## src/rtl/adc_seq_pkg.sv

```systemverilog
package adc_seq_pkg;

    typedef enum logic [2:0] {
        ST_IDLE,
        ST_CAL,
        ST_ARM,
        ST_CONV,
        ST_ACQ
    } seq_state_e;

endpackage

```

## src/rtl/adc_start_detect.sv

```systemverilog
module adc_start_detect (
    input  logic clk,
    input  logic rst_n,
    input  logic start_pin,
    input  logic wr_en,
    input  logic wr_start,
    output logic req,
    output logic req_sw
);
    logic pin_d, pin_q;

    always_comb begin
        pin_d  = start_pin;
        req_sw = wr_en & wr_start;
        req    = (start_pin & ~pin_q) | req_sw;
    end

    always_ff @(posedge clk or negedge rst_n) begin
        if (!rst_n) pin_q <= 1'b0;
        else        pin_q <= pin_d;
    end
endmodule

```

## src/rtl/adc_cclk_gen.sv

```systemverilog
module adc_cclk_gen (
    input  logic clk,
    input  logic rst_n,
    output logic cclk,
    output logic fall_now
);
    logic phase_d, phase_q;

    always_comb begin
        phase_d  = ~phase_q;
        cclk     = phase_q;
        // the edge that takes a high conversion clock low is a falling edge
        fall_now = phase_q;
    end

    always_ff @(posedge clk or negedge rst_n) begin
        if (!rst_n) phase_q <= 1'b0;
        else        phase_q <= phase_d;
    end
endmodule

```

## src/rtl/adc_setup_timer.sv

```systemverilog
module adc_setup_timer #(
    parameter int SETUP_CYC = 1
) (
    input  logic clk,
    input  logic rst_n,
    input  logic clr,
    output logic met
);
    localparam int CW = $clog2(SETUP_CYC + 1) + 1;

    logic [CW-1:0] cnt_d, cnt_q;

    always_comb begin
        met = (cnt_q + CW'(1)) >= CW'(SETUP_CYC);
        if (clr)
            cnt_d = '0;
        else if (cnt_q >= CW'(SETUP_CYC))
            cnt_d = cnt_q;
        else
            cnt_d = cnt_q + CW'(1);
    end

    always_ff @(posedge clk or negedge rst_n) begin
        if (!rst_n) cnt_q <= '0;
        else        cnt_q <= cnt_d;
    end
endmodule

```

## src/rtl/adc_conv_sequencer.sv

```systemverilog
module adc_conv_sequencer #(
    parameter int DATA_W      = 12,
    parameter int SETUP_CYC   = 1,
    parameter int CONV_HALF   = 33,
    parameter int ACQ_HALF    = 3,
    parameter int CAL_PERIODS = 16
) (
    input  logic              clk,
    input  logic              rst_n,
    input  logic              start_pin,
    input  logic              wr_en,
    input  logic              wr_start,
    input  logic              rd_en,
    input  logic [DATA_W-1:0] sar_word,
    output logic              cclk,
    output logic              hold,
    output logic              busy,
    output logic              sw_start,
    output logic [DATA_W-1:0] rd_data,
    output logic              data_valid,
    output logic              overrun,
    output logic              rd_conflict
);
    import adc_seq_pkg::*;

    localparam int CAL_HALF = 2 * CAL_PERIODS;
    localparam int MAX_A    = (CAL_HALF > CONV_HALF) ? CAL_HALF : CONV_HALF;
    localparam int MAX_CNT  = (MAX_A > ACQ_HALF) ? MAX_A : ACQ_HALF;
    localparam int CNT_W    = $clog2(MAX_CNT + 1);

    typedef struct packed {
        seq_state_e        st;
        logic [CNT_W-1:0]  cnt;
        logic              busy;
        logic              hold;
        logic              sw;
        logic              cal_done;
        logic              valid;
        logic              ovr;
        logic              rdc;
        logic [DATA_W-1:0] res;
    } seq_t;

    localparam seq_t SEQ_RST = '{
        st: ST_IDLE, cnt: '0, busy: 1'b0, hold: 1'b0, sw: 1'b0,
        cal_done: 1'b0, valid: 1'b0, ovr: 1'b0, rdc: 1'b0, res: '0
    };

    seq_t s_d, s_q;
    logic req, req_sw, fall_now, setup_met, arm_clr;

    adc_start_detect i_start (
        .clk       (clk),
        .rst_n     (rst_n),
        .start_pin (start_pin),
        .wr_en     (wr_en),
        .wr_start  (wr_start),
        .req       (req),
        .req_sw    (req_sw)
    );

    adc_cclk_gen i_cclk (
        .clk      (clk),
        .rst_n    (rst_n),
        .cclk     (cclk),
        .fall_now (fall_now)
    );

    adc_setup_timer #(.SETUP_CYC(SETUP_CYC)) i_setup (
        .clk   (clk),
        .rst_n (rst_n),
        .clr   (arm_clr),
        .met   (setup_met)
    );

    always_comb begin
        s_d     = s_q;
        arm_clr = 1'b0;

        if (rd_en) begin
            s_d.valid = 1'b0;
            if (s_q.busy) s_d.rdc = 1'b1;
        end

        if (req && s_q.st != ST_IDLE) s_d.ovr = 1'b1;

        case (s_q.st)
            ST_IDLE: begin
                if (req) begin
                    s_d.busy = 1'b1;
                    if (req_sw) s_d.sw = 1'b1;
                    if (!s_q.cal_done) begin
                        s_d.st  = ST_CAL;
                        s_d.cnt = CNT_W'(CAL_HALF - 1);
                    end else begin
                        s_d.st   = ST_ARM;
                        s_d.hold = 1'b1;
                        arm_clr  = 1'b1;
                    end
                end
            end
            ST_CAL: begin
                if (s_q.cnt == '0) begin
                    s_d.st       = ST_IDLE;
                    s_d.busy     = 1'b0;
                    s_d.sw       = 1'b0;
                    s_d.cal_done = 1'b1;
                end else begin
                    s_d.cnt = s_q.cnt - CNT_W'(1);
                end
            end
            ST_ARM: begin
                if (fall_now && setup_met) begin
                    s_d.st  = ST_CONV;
                    s_d.cnt = CNT_W'(CONV_HALF - 1);
                end
            end
            ST_CONV: begin
                if (s_q.cnt == '0) begin
                    s_d.st    = ST_ACQ;
                    s_d.cnt   = CNT_W'(ACQ_HALF - 1);
                    s_d.busy  = 1'b0;
                    s_d.hold  = 1'b0;
                    s_d.sw    = 1'b0;
                    s_d.res   = sar_word;
                    s_d.valid = 1'b1;
                end else begin
                    s_d.cnt = s_q.cnt - CNT_W'(1);
                end
            end
            ST_ACQ: begin
                if (s_q.cnt == '0) s_d.st = ST_IDLE;
                else               s_d.cnt = s_q.cnt - CNT_W'(1);
            end
            default: s_d = SEQ_RST;
        endcase
    end

    always_ff @(posedge clk or negedge rst_n) begin
        if (!rst_n) s_q <= SEQ_RST;
        else        s_q <= s_d;
    end

    always_comb begin
        hold        = s_q.hold;
        busy        = s_q.busy;
        sw_start    = s_q.sw;
        rd_data     = s_q.res;
        data_valid  = s_q.valid;
        overrun     = s_q.ovr;
        rd_conflict = s_q.rdc;
    end
endmodule

```

## config.mk

```make
export PLATFORM = sky130hd
export DESIGN_NAME = adc_conv_sequencer
export DESIGN_NICKNAME = d
export VERILOG_FILES = /design/src/rtl/adc_seq_pkg.sv /design/src/rtl/adc_start_detect.sv /design/src/rtl/adc_cclk_gen.sv /design/src/rtl/adc_setup_timer.sv /design/src/rtl/adc_conv_sequencer.sv
export SDC_FILE = /design/constraint.sdc
export NUM_CORES = 1
export LEC_CHECK = 0
export BUFFER_PORTS_ARGS = -buffer_cell sky130_fd_sc_hd__clkbuf_2
export CORE_UTILIZATION = 30
export CTS_CLUSTER_SIZE = 30
export DETAILED_ROUTE_END_ITERATION = 8
export GPL_TIMING_DRIVEN = 0
export HOLD_SLACK_MARGIN = 0.03
export PLACE_DENSITY = 0.49
export SYNTH_ARGS = -nofsm -noshare
export SYNTH_HDL_FRONTEND = slang
export SYNTH_SLANG_ARGS = --single-unit
```

## constraint.sdc

```tcl
create_clock -name clk -period 2.59 [get_ports clk]
set_input_delay 0.1295 -clock clk [delete_from_list [all_inputs] [get_ports clk]]
set_output_delay 0.1295 -clock clk [all_outputs]
set_load 0.1 [all_outputs]
```

== Word level (Yosys, flattened, before mapping) ==
Index checks and enable logic that the tools add are counted.
Cells by class
  $add $sub $neg: 2
  shifts and indexed selects: 0
  multipliers: 0
  magnitude comparators: 2
  eq/ne operators: 17
  multiplexer cells: 31
  reduce and logical (&&, ||, !) cells: 19
  divide/modulo/power cells: 0
  bitwise logic cells: 9
Operators with widths (number)
  one-hot mux 9 bit (4 select lines): 1
  2-to-1 mux 12 bit: 2
  one-hot mux 12 bit (2 select lines): 1
  2-to-1 mux 6 bit: 3
  != test 2 bit, second input constant: 8
  AND reduction 4 bit: 4
  2-to-1 mux 1 bit: 11
  2-to-1 mux 2 bit: 5
  != test 2 x 1 -> 1 bit, second input constant: 5
  2-to-1 mux 9 bit: 1
  one-hot mux 1 bit (4 select lines): 2
  OR reduction 4 bit: 2
  == test 3 x 2 -> 1 bit, second input constant: 2
  zero test 6 bit: 1
  2-to-1 mux 3 bit: 2
  inverter 1 bit: 6
  AND reduction 2 bit: 3
  subtractor 6 x 1 -> 6 bit, second input constant: 1
  AND reduction 5 bit: 1
  OR reduction 5 bit: 1
  >= comparator 2 x 1 -> 1 bit, second input constant: 2
  one-hot mux 1 bit (2 select lines): 2
  OR reduction 2 bit: 2
  == test 3 x 1 -> 1 bit, second input constant: 1
  9 further kinds: 11
Storage, ports and cells
  word-level logic and storage cells: 93
  latch bits: 0
  input port bits: 18
  output and inout port bits: 19
  flip-flop bits (word level): 32
  ROM bits: 0
  bits in writable memories: 0
  memories: 0

== Logic depth before layout (Yosys ltp) ==
  depth in word-level cells: 6
  mapped depth: 8
  gate-level depth less buffers: 7

== Modules after synthesis ==
From an unflattened synthesis, not the netlist that was laid out.
Second synthesis, totals
  cell total of the unflattened synthesis: 197
  area total of the unflattened synthesis: 1764.2 sq um
By module, submodules not included
  adc_conv_sequencer: cells an instance 179, sequential area each 700.7 sq um, times used 1, area an instance 1570.3 sq um
  adc_setup_timer: cells an instance 11, sequential area each 50.0 sq um, times used 1, area an instance 112.6 sq um
  adc_start_detect: cells an instance 4, sequential area each 25.0 sq um, times used 1, area an instance 45.0 sq um
  adc_cclk_gen: cells an instance 3, sequential area each 25.0 sq um, times used 1, area an instance 36.3 sq um

== Least setup slack after synthesis ==
OpenSTA, ideal clock, no wires.
  path kind: reg-to-reg
  from: register s_q[19] in the netlist's numbering
  to: register s_q[21] in the netlist's numbering
  setup time: 121 ps
  data arrival time: 2227 ps
  data required time: 2469 ps
  path buffers: 1
  setup slack: 242 ps
  clock period less this slack: 2348 ps
  stages on the path, launching flop included: 9
  cells stage by stage: dfrtp_1 inv_1 ha_1 or4b_4 or3_4 o32a_4 and2_4 buf_6 a22o_1
Between the ends
  longest elaborated chain between the ends: 3
  elaborated cells between the ends (all ways): 7
  those cells by class: 1 x add/sub; 1 x eq/ne; 3 x mux; 2 x reduce/logical
Ends and longest elaborated chain
  start, declared: line adc_conv_sequencer.sv:49  | seq_t s_d, s_q;
  start signal, assigned: line adc_conv_sequencer.sv:140  | if (!rst_n) s_q <= SEQ_RST;
  start signal, assigned: line adc_conv_sequencer.sv:141  | else s_q <= s_d;
  subtractor 6 x 1 -> 6 bit / zero test 6 bit (equally long branches)
  2-to-1 mux 6 bit, or another cell as far along: line adc_conv_sequencer.sv:103, adc_conv_sequencer.sv:132
  one-hot mux 9 bit (4 select lines) / AND reduction 4 bit (equally long branches)
Several ways; a longest one is shown, not always the timed one. The select of a mux whose other input is x is not followed.
A chain may end at the register's enable or synchronous reset.

== Worst setup path after layout ==
  from: register s_q[20] in the netlist's numbering
  to: register s_q[23] in the netlist's numbering
The elaborated chain is that of the path after synthesis.

==> results.sh <==
export IMPL_grt_pass1_vias=1433
export IMPL_synth_top_area_frac=0.4638
export IMPL_grtUsageTotal=0.1414
export IMPL_ff2ff_setup_slack_ns=0.10
export IMPL_worstSetupStartpoint="s_q[20]"
export IMPL_syn_num_nets=211
export IMPL_crit_buf_inv=2
export IMPL_numPortBuffers=36
export IMPL_root_buffer="clkbuf_8"
export IMPL_async_flop_share=1.000
export IMPL_crit_chain="inv_1, ha_4, or4b_4, or3_4, o32a_4, and2_4, buf_6, a22o_1"
export IMPL_drv_cap=0
export IMPL_r2r_start="s_q[20]"
export IMPL_ys_ff_latch=32
export IMPL_synth_distinct_cells=39
export IMPL_finish_net_count=257
export IMPL_holdPathStages=3
export IMPL_drive_above_1_share=0.2827
export IMPL_vias=1443
export IMPL_rsz0062_at_grt="no"
export IMPL_wl_um=3860
export IMPL_grt_pass1_wl_um=6693
export IMPL_initial_core_util=0.3117
export IMPL_dpl_hpwl_um=2858
export IMPL_cp_end_kind="register"
export IMPL_grt_max_degree=33
export IMPL_synth_flop_cell="dfrtp_1"
export IMPL_h_tree_depth=2
export IMPL_holdCritStartpoint="sar_word[11]"
export IMPL_crit_family="simple AND/OR/NAND/NOR gates"
export IMPL_instances_no_fill=309
export IMPL_slowest_stage="or4b_4"
export IMPL_start_kind="register"
export IMPL_synth_area_um2=1727
export IMPL_diodes=0
export IMPL_clk_latency_ns=0.28
export IMPL_first_iter_violations=95
export IMPL_cts_tree="built"
export IMPL_finClkSkew_ns=0.006731
export IMPL_synth_edf_count=0
export IMPL_wl_per_cell_um=12.49
export IMPL_ys_seq_area_frac=0.4638
export IMPL_synth_most_common_cell="dfrtp_1"
export IMPL_synth_top_cells_by_count="32 x dfrtp_1, 21 x o21ai_0, 19 x inv_1"
export IMPL_worst_pin_slew_ns=0.7929
export IMPL_viasPerCell=4.670
export IMPL_crit_fanout=6
export IMPL_final_setup_tns_ns=0
export IMPL_finalHoldViolCount=0
export IMPL_core_area_um2=5540
export IMPL_ios=37
export IMPL_hp_class="primary input to register"
export IMPL_die_area_um2=6063
export IMPL_hold_end="rd_data[11]"
export IMPL_placed_cells=298
export IMPL_yosys_warnings=0
export IMPL_synth_avg_cell_area_um2=9.088
export IMPL_die_w_um=77.87
export IMPL_drc=0
export IMPL_cts_buffers_inserted=5
export IMPL_outcome="complete, no violations"
export IMPL_cp_arrival_ns=2.65
export IMPL_synth_area_top_cells="dfrtp_1 46%, o21ai_0 6.1%, buf_4 5.2%"
export IMPL_syn2layout_area_growth_pct=25.72
export IMPL_setup_viol=0
export IMPL_finalCriticalPeriod_ns=2.487
export IMPL_final_max_slew_violation_count=0
export IMPL_clock_fmax_ghz=0.4021
export IMPL_firstDrtPassIters=4
export IMPL_die_h_um=77.87
export IMPL_cts_sinks=32
export IMPL_postSynthCellCount=190
export IMPL_max_slew_margin=0.4714
export IMPL_grt_overflow=0
export IMPL_rr_endpoint="s_q[23]"
export IMPL_path_clk_slew_ns=0.07
export IMPL_reg2regPathDepth=8
export IMPL_crit_type="register to register"
export IMPL_ant_nets=0
export IMPL_place_congestion=0.7821
export IMPL_synth_top_area_cell="dfrtp_1"
export IMPL_cpPeakStageDelay_ns=0.51
export IMPL_antenna_found_initial=0
export IMPL_rows=27
export IMPL_cts_buffer_depth=2
export IMPL_required_ns=2.75
export IMPL_period_share=0.9603
==> metrics by stage <==
step | hold WS [ns] | cell area, um2 | setup WS (ns) | util
4_1_cts | 0.07309 | 2148 | 0.05940 | 0.3878
3_5_place_dp | 0.2604 | 1997 | -0.04187 | 0.3604
2_1_floorplan | -0.1661 | 1727 | 0.2419 | -
6_report | 0.07948 | 2171 | 0.1029 | 0.3918
5_1_grt | 0.06720 | 2171 | 0.01746 | 0.3918
3_3_place_gp | 0.2570 | 1997 | -0.05603 | 0.3604
==> what timing repair did <==
| item | CTS | global route |
|---|---|---|
| buffers inserted | 0 | 1 |
| endpoints found under the setup margin | 11 | 13 |
| hold buffers | 2 | 0 |
| resized for setup | 1 | 6 |
| endpoints found under the hold margin | 33 | 0 |
==> logic make-up after synthesis <==
kind of cell | share of synthesized area
simple gates | 0.1768
compound gates | 0.1855
fa+ha+maj | 0.03913
xor+xnor | 0.005073
flops | 0.4638
buf+inv | 0.1181
mux | 0.01159
==> worst max-delay path by stage <==
stage                       to  slack, ns  cells after the start
finish                 s_q[23]       0.10                      8
CTS                    s_q[23]       0.06                      8
floorplan              s_q[21]       0.24                      8
global placement    rd_data[9]      -0.06                      8
global route           s_q[23]       0.02                      8
detailed placement  rd_data[9]      -0.04                      8
==> state kept, by name, summed over array words and instances (netlist names) <==
name,cells
busy,1
data_valid,1
hold,1
i_cclk.cclk,1
i_setup.cnt_q,2
i_start.pin_q,1
overrun,1
rd_conflict,1
rd_data,12
s_q,10
sw_start,1
==> cells in the final DEF (no fill, tap or decap), types with 2 or more instances in the layout <==
cell	instances
buf_4	13
clkbuf_2	38
a31oi_1	4
a21o_1	2
inv_1	19
nor3_1	5
mux2i_1	2
nor2b_1	3
clkbuf_1	5
o22ai_1	4
maj3_1	3
ha_1	2
nand2_1	9
nand3_1	14
dlygate4sd3_1	2
o21ai_0	21
a21oi_1	9
clkbuf_8	7
dfrtp_1	32
a22o_1	3
nand2b_1	3
nor2_1	12
or3_1	3
==> cell type report <==
cell class | count | area (um2)
tap | 72 | 90.09
sequential | 32 | 800.8
multi-input combinational | 118 | 739.5
inverter | 19 | 71.32
timing repair buffer | 39 | 207.7
clock buffer | 7 | 96.34
buffer | 21 | 135.1
fill | 596 | 3369
clock inverter | 1 | 30.03
==> tightest hold or removal path: stages <==
cell      delay [ns]
clkbuf_2        0.08
nand3_1         0.05
o21ai_0         0.06
==> metal layers <==
metal  global-route usage  up-vias  part of all wire
met5                    0        -                 0
met4              0.04528        0            0.0031
met3              0.03647        2             0.035
met2               0.2292       29              0.47
met1               0.1828      670              0.49
li1                     -      742                 -
Power is not shown: default switching activity piles up to over one toggle a cycle in this logic, so the estimate is an artifact.
